`src/rtl/sft_pkg.sv`:
```
`timescale 1ns/1ps
// Package: shared widths, reset defaults and write-select encoding for the
// full-speed frame timer. Defaults follow from a 1 ms frame at 12 Mbit/s.
package sft_pkg;
    localparam int INTERVAL_W    = 14;
    localparam int BUDGET_W      = 15;
    localparam int FRNUM_W       = 16;
    localparam int CFG_W         = 32;
    localparam int BUDGET_LSB    = 16;
    localparam int DEF_INTERVAL  = 12000;
    localparam int OVERHEAD_BITS = 210;
    localparam int DEF_BUDGET    = ((DEF_INTERVAL - OVERHEAD_BITS) * 6) / 7;
    localparam int DEF_PSTART    = (DEF_INTERVAL * 90) / 100;

    typedef enum logic {
        SEL_FRAME  = 1'b0,
        SEL_PSTART = 1'b1
    } cfg_sel_e;
endpackage

```
`src/rtl/sft_cfg_regs.sv`:
```
`timescale 1ns/1ps
// Module: sft_cfg_regs
// Holds the pending frame word (interval, budget) and pending periodic
// threshold written by software, plus the active threshold copied at each
// frame boundary. Assumes the interval field sits below BUDGET_LSB and the
// budget field fits inside the write word. Reserved bits are ignored.
module sft_cfg_regs #(
    parameter int IW     = 14,
    parameter int BW     = 15,
    parameter int CW     = 32,
    parameter int BLSB   = 16,
    parameter int DEF_I  = 12000,
    parameter int DEF_B  = 10105,
    parameter int DEF_P  = 10800
) (
    input  logic          clk,
    input  logic          rst_n,
    input  logic          wr_en,
    input  logic          wr_sel,
    input  logic [CW-1:0] wr_data,
    input  logic          frame_end,
    output logic [IW-1:0] pend_interval,
    output logic [BW-1:0] pend_budget,
    output logic [IW-1:0] act_pstart
);
    import sft_pkg::*;

    localparam int BTOP = BLSB + BW;

    logic [IW-1:0] pend_pstart;
    logic          unused_rsvd_lo;

    // Reserved bits between the interval and budget fields.
    assign unused_rsvd_lo = ^wr_data[BLSB-1:IW];

    generate
        if (CW > BTOP) begin : g_rsvd_hi
            logic unused_rsvd_hi;
            // Reserved bits above the budget field.
            assign unused_rsvd_hi = ^wr_data[CW-1:BTOP];
        end
    endgenerate

    // Capture software writes into the pending registers.
    always_ff @(posedge clk) begin
        if (!rst_n) begin
            pend_interval <= IW'(DEF_I);
            pend_budget   <= BW'(DEF_B);
            pend_pstart   <= IW'(DEF_P);
        end else if (wr_en) begin
            if (cfg_sel_e'(wr_sel) == SEL_FRAME) begin
                pend_interval <= wr_data[IW-1:0];
                pend_budget   <= wr_data[BLSB +: BW];
            end else begin
                pend_pstart   <= wr_data[IW-1:0];
            end
        end
    end

    // Move the threshold into service only at a frame boundary.
    always_ff @(posedge clk) begin
        if (!rst_n) begin
            act_pstart <= IW'(DEF_P);
        end else if (frame_end) begin
            act_pstart <= pend_pstart;
        end
    end
endmodule

```
`src/rtl/sft_frame_ctr.sv`:
```
`timescale 1ns/1ps
// Module: sft_frame_ctr
// Counts the bit times left in the frame down to zero. On the bit time at
// zero it reloads from the pending interval, pulses start-of-frame and bumps
// the frame number. It also keeps the periodic window, which opens once the
// remaining count is at or below the active threshold. Assumes intervals of
// at least 2.
module sft_frame_ctr #(
    parameter int IW    = 14,
    parameter int FW    = 16,
    parameter int DEF_I = 12000
) (
    input  logic          clk,
    input  logic          rst_n,
    input  logic          bit_en,
    input  logic [IW-1:0] reload_interval,
    input  logic [IW-1:0] pstart,
    output logic          frame_end,
    output logic          sof_pulse,
    output logic [FW-1:0] frame_num,
    output logic          periodic_win
);
    logic [IW-1:0] remain;
    logic [IW-1:0] remain_dec;

    // Next remaining count when a bit time passes within the frame.
    assign remain_dec = remain - IW'(1);
    // Boundary strobe: the last bit time of the frame is being consumed.
    assign frame_end  = bit_en && (remain == '0);

    // Remaining-bit-time down-counter with reload at the boundary.
    always_ff @(posedge clk) begin
        if (!rst_n) begin
            remain <= IW'(DEF_I - 1);
        end else if (frame_end) begin
            remain <= reload_interval - IW'(1);
        end else if (bit_en) begin
            remain <= remain_dec;
        end
    end

    // Start-of-frame pulse, one clock wide.
    always_ff @(posedge clk) begin
        if (!rst_n) begin
            sof_pulse <= 1'b0;
        end else begin
            sof_pulse <= frame_end;
        end
    end

    // Frame number, advanced at each boundary.
    always_ff @(posedge clk) begin
        if (!rst_n) begin
            frame_num <= '0;
        end else if (frame_end) begin
            frame_num <= frame_num + FW'(1);
        end
    end

    // Periodic window: set at the threshold, cleared at the boundary.
    always_ff @(posedge clk) begin
        if (!rst_n) begin
            periodic_win <= 1'b0;
        end else if (frame_end) begin
            periodic_win <= 1'b0;
        end else if (bit_en && (remain_dec <= pstart)) begin
            periodic_win <= 1'b1;
        end
    end
endmodule

```
`src/rtl/sft_budget_ctr.sv`:
```
`timescale 1ns/1ps
// Module: sft_budget_ctr
// Holds the stuffing-derated packet budget for the current frame. It is
// reloaded at each boundary and falls by one per bit time, holding at zero.
// A request is granted only if its length does not exceed the budget left.
module sft_budget_ctr #(
    parameter int BW    = 15,
    parameter int DEF_B = 10105
) (
    input  logic          clk,
    input  logic          rst_n,
    input  logic          bit_en,
    input  logic          frame_end,
    input  logic [BW-1:0] load_value,
    input  logic          xact_req,
    input  logic [BW-1:0] xact_len,
    output logic [BW-1:0] budget,
    output logic          xact_fits,
    output logic          xact_grant
);
    // Budget counter: reload at boundary, saturating decrement per bit time.
    always_ff @(posedge clk) begin
        if (!rst_n) begin
            budget <= BW'(DEF_B);
        end else if (frame_end) begin
            budget <= load_value;
        end else if (bit_en && (budget != '0)) begin
            budget <= budget - BW'(1);
        end
    end

    // Fit decision and grant for the requested length.
    always_comb begin
        xact_fits  = (xact_len <= budget);
        xact_grant = xact_req && xact_fits;
    end
endmodule

```
`src/rtl/sof_frame_timer.sv`:
```
`timescale 1ns/1ps
// Module: sof_frame_timer (top)
// Full-speed frame timer: frame counter, packet budget counter and their
// configuration registers. Assumes bit_en is a one-clock pulse per bit time
// and that software never programs an interval below 2.
module sof_frame_timer #(
    parameter int INTERVAL_W = sft_pkg::INTERVAL_W,
    parameter int BUDGET_W   = sft_pkg::BUDGET_W,
    parameter int FRNUM_W    = sft_pkg::FRNUM_W,
    parameter int CFG_W      = sft_pkg::CFG_W
) (
    input  logic                clk,
    input  logic                rst_n,
    input  logic                bit_en,
    input  logic                cfg_wr_en,
    input  logic                cfg_sel,
    input  logic [CFG_W-1:0]    cfg_wdata,
    input  logic                xact_req,
    input  logic [BUDGET_W-1:0] xact_len,
    output logic                xact_fits,
    output logic                xact_grant,
    output logic                sof_pulse,
    output logic [FRNUM_W-1:0]  frame_num,
    output logic                periodic_win
);
    import sft_pkg::*;

    logic                  frame_end;
    logic [INTERVAL_W-1:0] pend_interval;
    logic [BUDGET_W-1:0]   pend_budget;
    logic [INTERVAL_W-1:0] pstart_act;
    logic [BUDGET_W-1:0]   budget_cnt;

    sft_cfg_regs #(
        .IW    (INTERVAL_W),
        .BW    (BUDGET_W),
        .CW    (CFG_W),
        .BLSB  (BUDGET_LSB),
        .DEF_I (DEF_INTERVAL),
        .DEF_B (DEF_BUDGET),
        .DEF_P (DEF_PSTART)
    ) u_cfg (
        .clk           (clk),
        .rst_n         (rst_n),
        .wr_en         (cfg_wr_en),
        .wr_sel        (cfg_sel),
        .wr_data       (cfg_wdata),
        .frame_end     (frame_end),
        .pend_interval (pend_interval),
        .pend_budget   (pend_budget),
        .act_pstart    (pstart_act)
    );

    sft_frame_ctr #(
        .IW    (INTERVAL_W),
        .FW    (FRNUM_W),
        .DEF_I (DEF_INTERVAL)
    ) u_frame (
        .clk             (clk),
        .rst_n           (rst_n),
        .bit_en          (bit_en),
        .reload_interval (pend_interval),
        .pstart          (pstart_act),
        .frame_end       (frame_end),
        .sof_pulse       (sof_pulse),
        .frame_num       (frame_num),
        .periodic_win    (periodic_win)
    );

    sft_budget_ctr #(
        .BW    (BUDGET_W),
        .DEF_B (DEF_BUDGET)
    ) u_budget (
        .clk        (clk),
        .rst_n      (rst_n),
        .bit_en     (bit_en),
        .frame_end  (frame_end),
        .load_value (pend_budget),
        .xact_req   (xact_req),
        .xact_len   (xact_len),
        .budget     (budget_cnt),
        .xact_fits  (xact_fits),
        .xact_grant (xact_grant)
    );
endmodule

```
`config.mk`:
```
export PLATFORM = sky130hd
export DESIGN_NAME = sof_frame_timer
export DESIGN_NICKNAME = d
export VERILOG_FILES = /design/src/rtl/sft_pkg.sv /design/src/rtl/sft_cfg_regs.sv /design/src/rtl/sft_frame_ctr.sv /design/src/rtl/sft_budget_ctr.sv /design/src/rtl/sof_frame_timer.sv
export SDC_FILE = /design/constraint.sdc
export NUM_CORES = 1
export LEC_CHECK = 0
export BUFFER_PORTS_ARGS = -buffer_cell sky130_fd_sc_hd__buf_2
export CELL_PAD_IN_SITES_DETAIL_PLACEMENT = 1
export CELL_PAD_IN_SITES_GLOBAL_PLACEMENT = 2
export CORE_UTILIZATION = 36
export DETAILED_ROUTE_END_ITERATION = 8
export GPL_TIMING_DRIVEN = 1
export PLACE_DENSITY_LB_ADDON = 0.25
export SYNTH_ARGS = -nofsm -noshare
export SYNTH_HDL_FRONTEND = slang
export SYNTH_SLANG_ARGS = --single-unit
```
`constraint.sdc`:
```
create_clock -name clk -period 5.1 [get_ports clk]
set_clock_uncertainty 0.05 [all_clocks]
set_input_delay 1.53 -clock clk [delete_from_list [all_inputs] [get_ports clk]]
set_output_delay 1.53 -clock clk [all_outputs]
set_load 0.01 [all_outputs]
```
Yosys cells after proc, flatten, opt, wreduce, memory -nomap -nowiden
Index checks and enable logic that the tools add are counted.
{"block": "classes", "add_sub_neg": 4, "n_mul": 0, "n_div": 0, "order_cmp": 2, "eq_ne": 0, "n_shift": 0, "n_mux": 4, "n_bitwise": 2, "reduce_logical": 11}
{"cell": "$mux W15", "n": 2}
{"cell": "$mux W14", "n": 2}
{"cell": "$sub A14 B1 Y14 const B", "n": 2}
{"cell": "$add A16 B1 Y16 const B", "n": 1}
{"cell": "$le A15 B15 Y1", "n": 1}
{"cell": "$reduce_bool A15 Y1", "n": 1}
{"cell": "$sub A15 B1 Y15 const B", "n": 1}
{"cell": "$le A14 B14 Y1", "n": 1}
{"cell": "$logic_not A14 Y1", "n": 1}
{"cell": "$logic_and A1 B1 Y1", "n": 4}
{"cell": "$reduce_and A2 Y1", "n": 2}
{"cell": "$reduce_bool A2 Y1", "n": 2}
{"cell": "$not A1 Y1", "n": 2}
{"cell": "$reduce_or A2 Y1", "n": 1}
{"block": "word_totals", "ff_bits": 104, "latch_bits": 0, "mem_bits_rw": 0, "rom_bits": 0, "output_inout_bits": 20, "word_cells": 32, "mem_count": 0}

Longest topological paths before layout
Gate-level depths: netlist of run 1.
{"block": "depth", "ltp_word": 4, "mapped_depth": 11}

Cells and area by module
From an unflattened synthesis of run 1, not the netlist that was laid out.
{"block": "hier_totals", "cells_unflattened": 691, "area_unflattened_um2": 6010.8}
{"module": "sft_frame_ctr", "n_inst": 1, "cells_per_inst": 284, "area_each_um2": 2324.7, "seq_area_each_um2": 640.6}
{"module": "sft_cfg_regs", "n_inst": 1, "cells_per_inst": 230, "area_each_um2": 2289.7, "seq_area_each_um2": 1141.1}
{"module": "sft_budget_ctr", "n_inst": 1, "cells_per_inst": 177, "area_each_um2": 1396.3, "seq_area_each_um2": 300.3}

Least setup slack after synthesis of run 1
No wires, ideal clock.
{"block": "synth_path", "kind": "input port to output port", "from": "input port xact_len[4]", "to": "output port xact_grant", "arrival_ns": 2.635, "t_required_ns": 3.520, "path_slack_ns": 0.885, "stages": 6, "path_buffers": 0, "path_cell_list": "ha_1 a211oi_1 nor2_1 o31ai_1 a31o_2 and2_1"}
{"block": "synth_via", "elab_chain_len": 2}
{"item": "from (decl)", "line_no": "sof_frame_timer.sv:19", "source": "input logic [BUDGET_W-1:0] xact_len,"}
{"item": "$le A15 B15 Y1", "line_no": "sft_budget_ctr.sv:34", "source": "xact_fits = (xact_len <= budget);"}
{"item": "via xact_fits", "line_no": "sof_frame_timer.sv:20", "source": "output logic xact_fits,"}
{"item": "$logic_and A1 B1 Y1", "line_no": "sft_budget_ctr.sv:35", "source": "xact_grant = xact_req && xact_fits;"}
{"item": "to (decl)", "line_no": "sof_frame_timer.sv:21", "source": "output logic xact_grant,"}
The timed path passes the listed nets, and every way through them passes these cells.

Worst setup path in the final report of run 1
{"block": "layout_path", "from": "input port xact_len[4]", "to": "output port xact_grant"}
{"block": "layout_via", "elab_chain_len": 2}
{"item": "$le A15 B15 Y1", "line_no": "sft_budget_ctr.sv:34"}
{"item": "$logic_and A1 B1 Y1", "line_no": "sft_budget_ctr.sv:35"}
No other way between the ends.

==> results of run 1 <==
[state kept, by name, summed over array words and instances (netlist names)]
signal,flops
u_frame.frame_num,16
u_budget.budget,15
u_cfg.pend_budget,15
u_cfg.act_pstart,14
u_cfg.pend_interval,14
u_cfg.pend_pstart,14
u_frame.remain,14
u_frame.periodic_win,1
u_frame.sof_pulse,1
[metrics by stage]
step,std cells,cell area [um2]
4_1_cts,941,6309
3_3_place_gp,925,5974
2_1_floorplan,706,5513
6_report,941,6309
3_5_place_dp,925,5974
5_1_grt,941,6309
[Yosys cell counts (5+ instances only)]
cell type  instances
xnor2_1           16
inv_1             40
buf_2             10
o211ai_1          12
clkbuf_1          25
buf_1              5
a211oi_1           9
o21ai_1           12
nor4_1            14
a21oi_1           58
nor3_1            13
o21ai_0           11
nand2b_1           7
nand4_1           16
nand2_1          151
ha_1              34
nor2_1            39
xor2_1            20
or4_1              5
o31ai_1            6
dfxtp_1          104
nand3_1           39
[worst max-delay path, delay by kind of cell]
family / cells / cell delay (ns)
adder cells (fa/ha/maj): 1 / 0.30
buffers and inverters: 2 / 0.22
AND/OR/NAND/NOR: 2 / 0.20
AO/OA/AOI/OAI: 3 / 0.69
[final timing paths]
path,startpoint,end,slack [ns],cells past startpoint
min reg2reg,u_cfg.act_pstart[1],u_cfg.act_pstart[1],0.41,2
max reg2reg,u_frame.remain[0],u_frame.periodic_win,1.69,11
min,u_cfg.act_pstart[1],u_cfg.act_pstart[1],0.41,2
max,xact_len[4],xact_grant,0.57,8
[logic make-up (layout without fill, tap and decap cells)]
family	count (synthesis)	after routing	synth area share [%]
xor+xnor	36	36	5.719
buf+inv	80	131	5.674
fa+ha+maj	34	34	7.717
mux	4	4	0.7263
simple gates	316	316	27.67
compound gates	132	132	14.73
flops	104	104	37.77
[routing by layer]
layer  wire [um]  part of all wire [%]  vias up
met5           0                     0        -
met4         177                   1.1        0
met3         595                   3.8        9
met2        7330                    46       95
met1        7680                    49     2406
li1            -                     -     2552
[layout make-up]
type	instances	area, um2	area share, %
Sequential cell	104	2082	33.00
Clock inverter	2	60.06	0.9520
Inverter	40	150.1	2.380
Multi-Input combinational cell	522	3122	49.48
Tap cell	184	230.2	3.649
Clock buffer	14	274.0	4.344
Timing Repair Buffer	75	390.4	6.188
[power by group through the flow]
| stage | registers [W] | logic, W | clock network [W] |
|---|---|---|---|
| 2_1_floorplan | 0.000878 | 0.000116 | 0 |
| 3_3_place_gp | 0.000886 | 0.000166 | 0 |
| 3_5_place_dp | 0.000888 | 0.000174 | 0 |
| 4_1_cts | 0.000869 | 0.000175 | 0.000805 |
| 5_1_grt | 0.000873 | 0.000197 | 0.000836 |
| 6_report | 0.000869 | 0.000172 | 0.000786 |
==> results.sh, run 1 <==
export IMPL_critical_path_class="in2out"
export IMPL_setup_worst_path_start_class="input pin"
export IMPL_design_core_area_mm2=0.01475
export IMPL_grt_pass1_vias=5257
export IMPL_track_usage_pct=20.99
export IMPL_p_leak_nw=2.585
export IMPL_h_tree_depth=3
export IMPL_cts_tree="yes"
export IMPL_status="complete, no violations"
export IMPL_synth_edff_count=0
export IMPL_drv_cap=0
export IMPL_fill_cells=1819
export IMPL_ys_ff_latch=104
export IMPL_rsz0062_at_grt="false"
export IMPL_drv_slew=0
export IMPL_first_pass_iters=4
export IMPL_fin_tns_setup_ns=0
export IMPL_drive_gt1_share_pct=13.61
export IMPL_wire_per_inst_um=16.77
export IMPL_dp_hpwl_um=11520
export IMPL_grt_max_degree=56
export IMPL_worst_pin_slew_ns=1.128
export IMPL_gr_total_overflow=0
export IMPL_async_flop_share_pct=0
export IMPL_switchingPower_w=0.0004442
export IMPL_ys_flop_type="dfxtp_1"
export IMPL_met2_usage_pct=35.49
export IMPL_antenna_found_initial=0
export IMPL_final_cell_mix="nand2_1 (151), dfxtp_1 (104), buf_2 (69)"
export IMPL_synthCells=706
export IMPL_finalPower_w=0.001826
export IMPL_fin_ws_ns=0.5709
export IMPL_synth_area_mm2=0.005513
export IMPL_power_density_mw_per_mm2=289.5
export IMPL_intPower_w=0.001382
export IMPL_clock_latency_ns=0.36
export IMPL_numCtsBuffers=9
export IMPL_start_util_pct=37.36
export IMPL_insertedDiodeCount=0
export IMPL_clkPwrFrac_pct=43.0
export IMPL_drt_iter0_drc=180
export IMPL_synth_warnings=0
export IMPL_ctsHoldBuffers=0
export IMPL_gp_congestion=0.7897
export IMPL_seq_area_frac_synth_pct=37.77
export IMPL_synth_cell_types=57
export IMPL_swShare_pct=24.32
export IMPL_required_ns=3.52
export IMPL_cp_arrival_ns=2.95
export IMPL_seqPwrFrac_pct=47.6
export IMPL_crit_top_cell="buf_2"
export IMPL_fin_util_pct=42.76
export IMPL_port_buffers=69
export IMPL_top_usage_layer="met2"
export IMPL_viasPerCell=5.379
export IMPL_io_pins=73
export IMPL_hold_slack_ns=0.4076
export IMPL_die_x_um=125.7
export IMPL_slowest_delay_ns=0.30
export IMPL_fin_crit_ns=4.529
export IMPL_die_y_um=125.7
export IMPL_met3_usage_pct=2.506
export IMPL_syn_nets=793
export IMPL_hold_viol_final=0
export IMPL_row_count=44
export IMPL_areaGrowthSynthToFinish_pct=14.43
export IMPL_vias=5062
export IMPL_finalCritPeriodShare_pct=88.81
export IMPL_drc=0
export IMPL_layout_commonest_cell="nand2_1"
export IMPL_end_kind="primary output"
export IMPL_clock_fmax_mhz=220.8
export IMPL_drt_wl_total_um=15780
export IMPL_clockRootBuffer="clkbuf_16"
export IMPL_combPwrFrac_pct=9.4
export IMPL_crit_chain="buf_2, ha_1, a211oi_1, nor2_1, o31ai_1, a31o_2, and2_1, buf_2"
export IMPL_cp_slowest_cell="ha_1"
export IMPL_path_max_fanout=2
export IMPL_ir_drop_mv=0.1825
export IMPL_ctsResizeCount=0
export IMPL_setup_viol=0
export IMPL_synth_area_leader_cell="dfxtp_1"
export IMPL_grt_pass1_wl_um=26430
export IMPL_min_path_type="reg2reg"
export IMPL_clk_pin_slew_worst_paths_ns=0.07
export IMPL_use_met1_pct=27.80
export IMPL_worst_slew_margin_rel_pct=24.43
export IMPL_avgSynthCellArea_um2=7.808
export IMPL_yosys_area_top_type_share_pct=37.77
export IMPL_place_ws_ns=0.5486
export IMPL_synth_area_top_cells="dfxtp_1 (38%), nand2_1 (10%), ha_1 (7.7%)"
export IMPL_die_area_mm2=0.01581
export IMPL_ant_nets=0
export IMPL_clock_sinks=104
export IMPL_clockBufferDepth=2
export IMPL_nets=839
export IMPL_cts_setup_buffers=0
Note: power is estimated with default switching activity, not from simulation.
==> inputs of run 2 (changes only) <==
Settings changed: CORE_UTILIZATION 36 to 30.
==> run 2 against run 1 <==
Worst setup slack gained 0.093 ns. Flip-flop and latch count is the same. First-iteration DRC count grew 20%. Fmax grew 2.1%. Wire length grew 3.3%. Cell area shrank 0.18%. Global-route usage shrank 2.6 points. Hold slack gained 0.0019 ns.
==> results.sh, run 2 (synthesis results as in run 1) <==
export IMPL_status="complete, no violations"
export IMPL_reg_top3="u_frame.frame_num: 16 flops, u_budget.budget: 15 flops, u_cfg.pend_budget: 15 flops"
export IMPL_fin_tns_setup_ns=0
export IMPL_setup_worst_path_start_class="input pin"
export IMPL_end_kind="primary output"
export IMPL_first_pass_iters=4
export IMPL_required_ns=3.52
export IMPL_cp_slowest_cell="ha_1"
export IMPL_areaGrowthSynthToFinish_pct=14.23
export IMPL_wire_per_inst_um=16.58
export IMPL_fill_cells=2194
export IMPL_max_flop_register="u_frame.frame_num"
export IMPL_antenna_found_initial=0
export IMPL_crit_chain="buf_2, ha_1, a21oi_1, a21oi_1, o31ai_1, a31o_2, and2_1, buf_2"
export IMPL_numCtsBuffers=9
export IMPL_clock_sinks=104
export IMPL_drc=0
export IMPL_drt_wl_total_um=16300
export IMPL_cts_setup_buffers=0
export IMPL_rsz0062_at_grt="false"
export IMPL_grt_pass1_vias=5165
export IMPL_die_x_um=137.6
export IMPL_cts_tree="yes"
export IMPL_clock_fmax_mhz=225.4
export IMPL_hold_viol_final=0
export IMPL_grt_max_degree=61
export IMPL_clockBufferDepth=2
export IMPL_finalCritPeriodShare_pct=86.97
export IMPL_track_usage_pct=18.34
export IMPL_viasPerCell=5.172
export IMPL_setup_viol=0
export IMPL_p_leak_nw=2.537
export IMPL_die_area_mm2=0.01892
export IMPL_ant_nets=0
export IMPL_fin_ws_ns=0.6643
export IMPL_port_buffers=69
export IMPL_layout_commonest_cell="nand2_1"
export IMPL_drv_slew=0
export IMPL_start_util_pct=30.69
export IMPL_nets=836
export IMPL_worst_pin_slew_ns=1.211
export IMPL_cp_buffers_inverters=2
export IMPL_gr_total_overflow=0
export IMPL_insertedDiodeCount=0
export IMPL_cp_arrival_ns=2.86
export IMPL_cp_top_family="compound AO/OA/AOI/OAI gates"
export IMPL_clockRootBuffer="clkbuf_16"
export IMPL_power_density_mw_per_mm2=275.4
export IMPL_finalNonFillerCells=983
export IMPL_final_cell_mix="nand2_1 (151), dfxtp_1 (104), buf_2 (69)"
export IMPL_clock_latency_ns=0.37
export IMPL_min_path_type="reg2reg"
export IMPL_vias=5084
export IMPL_gp_congestion=0.7860
export IMPL_grt_pass1_wl_um=26840
export IMPL_ctsHoldBuffers=0
export IMPL_die_y_um=137.6
export IMPL_fin_util_pct=35.06
export IMPL_drive_gt1_share_pct=13.53
export IMPL_slowest_delay_ns=0.31
export IMPL_drv_cap=0
export IMPL_io_pins=73
export IMPL_dp_hpwl_um=11600
export IMPL_fin_crit_ns=4.436
export IMPL_clk_pin_slew_worst_paths_ns=0.08
export IMPL_dp_cells=967
export IMPL_place_ws_ns=0.6694
export IMPL_worst_slew_margin_rel_pct=19.27
export IMPL_drt_iter0_drc=216
export IMPL_design_core_area_mm2=0.01796
export IMPL_path_max_fanout=3
export IMPL_largest_register_ffs=16
export IMPL_critical_path_class="in2out"
export IMPL_ir_drop_mv=0.1659
export IMPL_ctsResizeCount=0
export IMPL_row_count=49
export IMPL_h_tree_depth=3
==> run 2: stage by stage <==
stage | cell area (um2) | hold WS (ns) | total power [W]
after floorplan | 5513 | 0.3821 | 0.0009941
final | 6297 | 0.4094 | 0.001734
after global routing | 6297 | 0.4319 | 0.001819
after detailed placement | 6008 | 0.4006 | 0.001062
after CTS | 6297 | 0.4152 | 0.001762
after global placement | 6008 | 0.3932 | 0.001052
==> run 2: metal layers <==
metal	vias up	share of wire, %	routed length, um	GRT usage (%)
met4	0	1.2	201	4.823
met2	79	44	7122	28.87
met1	2437	52	8405	25.27
li1	2551	-	-	-
met5	-	0	0	0
met3	17	3.5	567	3.753
==> run 2: worst paths after layout <==
| path | from | endpoint | slack [ns] | cells past startpoint |
|---|---|---|---|---|
| worst min register to register | u_cfg.act_pstart[3] | u_cfg.act_pstart[3] | 0.41 | 2 |
| worst max register to register | u_frame.remain[0] | u_frame.periodic_win | 1.62 | 11 |
| worst min-delay path | u_cfg.act_pstart[3] | u_cfg.act_pstart[3] | 0.41 | 2 |
| worst max-delay path | xact_len[2] | xact_grant | 0.66 | 8 |
==> run 2: cell type report <==
cell class                      count  area [um2]  area share [%]
Tap cell                          229       286.5           4.550
Clock buffer                        9       225.2           3.576
Timing Repair Buffer               72       367.9           5.841
Clock inverter                      7       63.81           1.013
Multi-Input combinational cell    522        3122           49.57
Sequential cell                   104        2082           33.06
Inverter                           40       150.1           2.384
==> run 2: worst reg2reg max path, stage by stage, from the launching register on <==
cell and delay [ns]:
dfxtp_1 0.38, inv_1 0.12, ha_1 0.28, or4b_1 0.61, nor4_1 0.38, xor2_1 0.13
ha_1 0.30, nand2_1 0.06, nor4_1 0.50, o31ai_1 0.18, a221oi_1 0.30, nor3_1 0.07
==> run 2: report_power, final <==
part	internal [W]	switching [W]
registers	0.000840	0.0000286
clock network	0.000342	0.000352
logic	0.0000693	0.000102
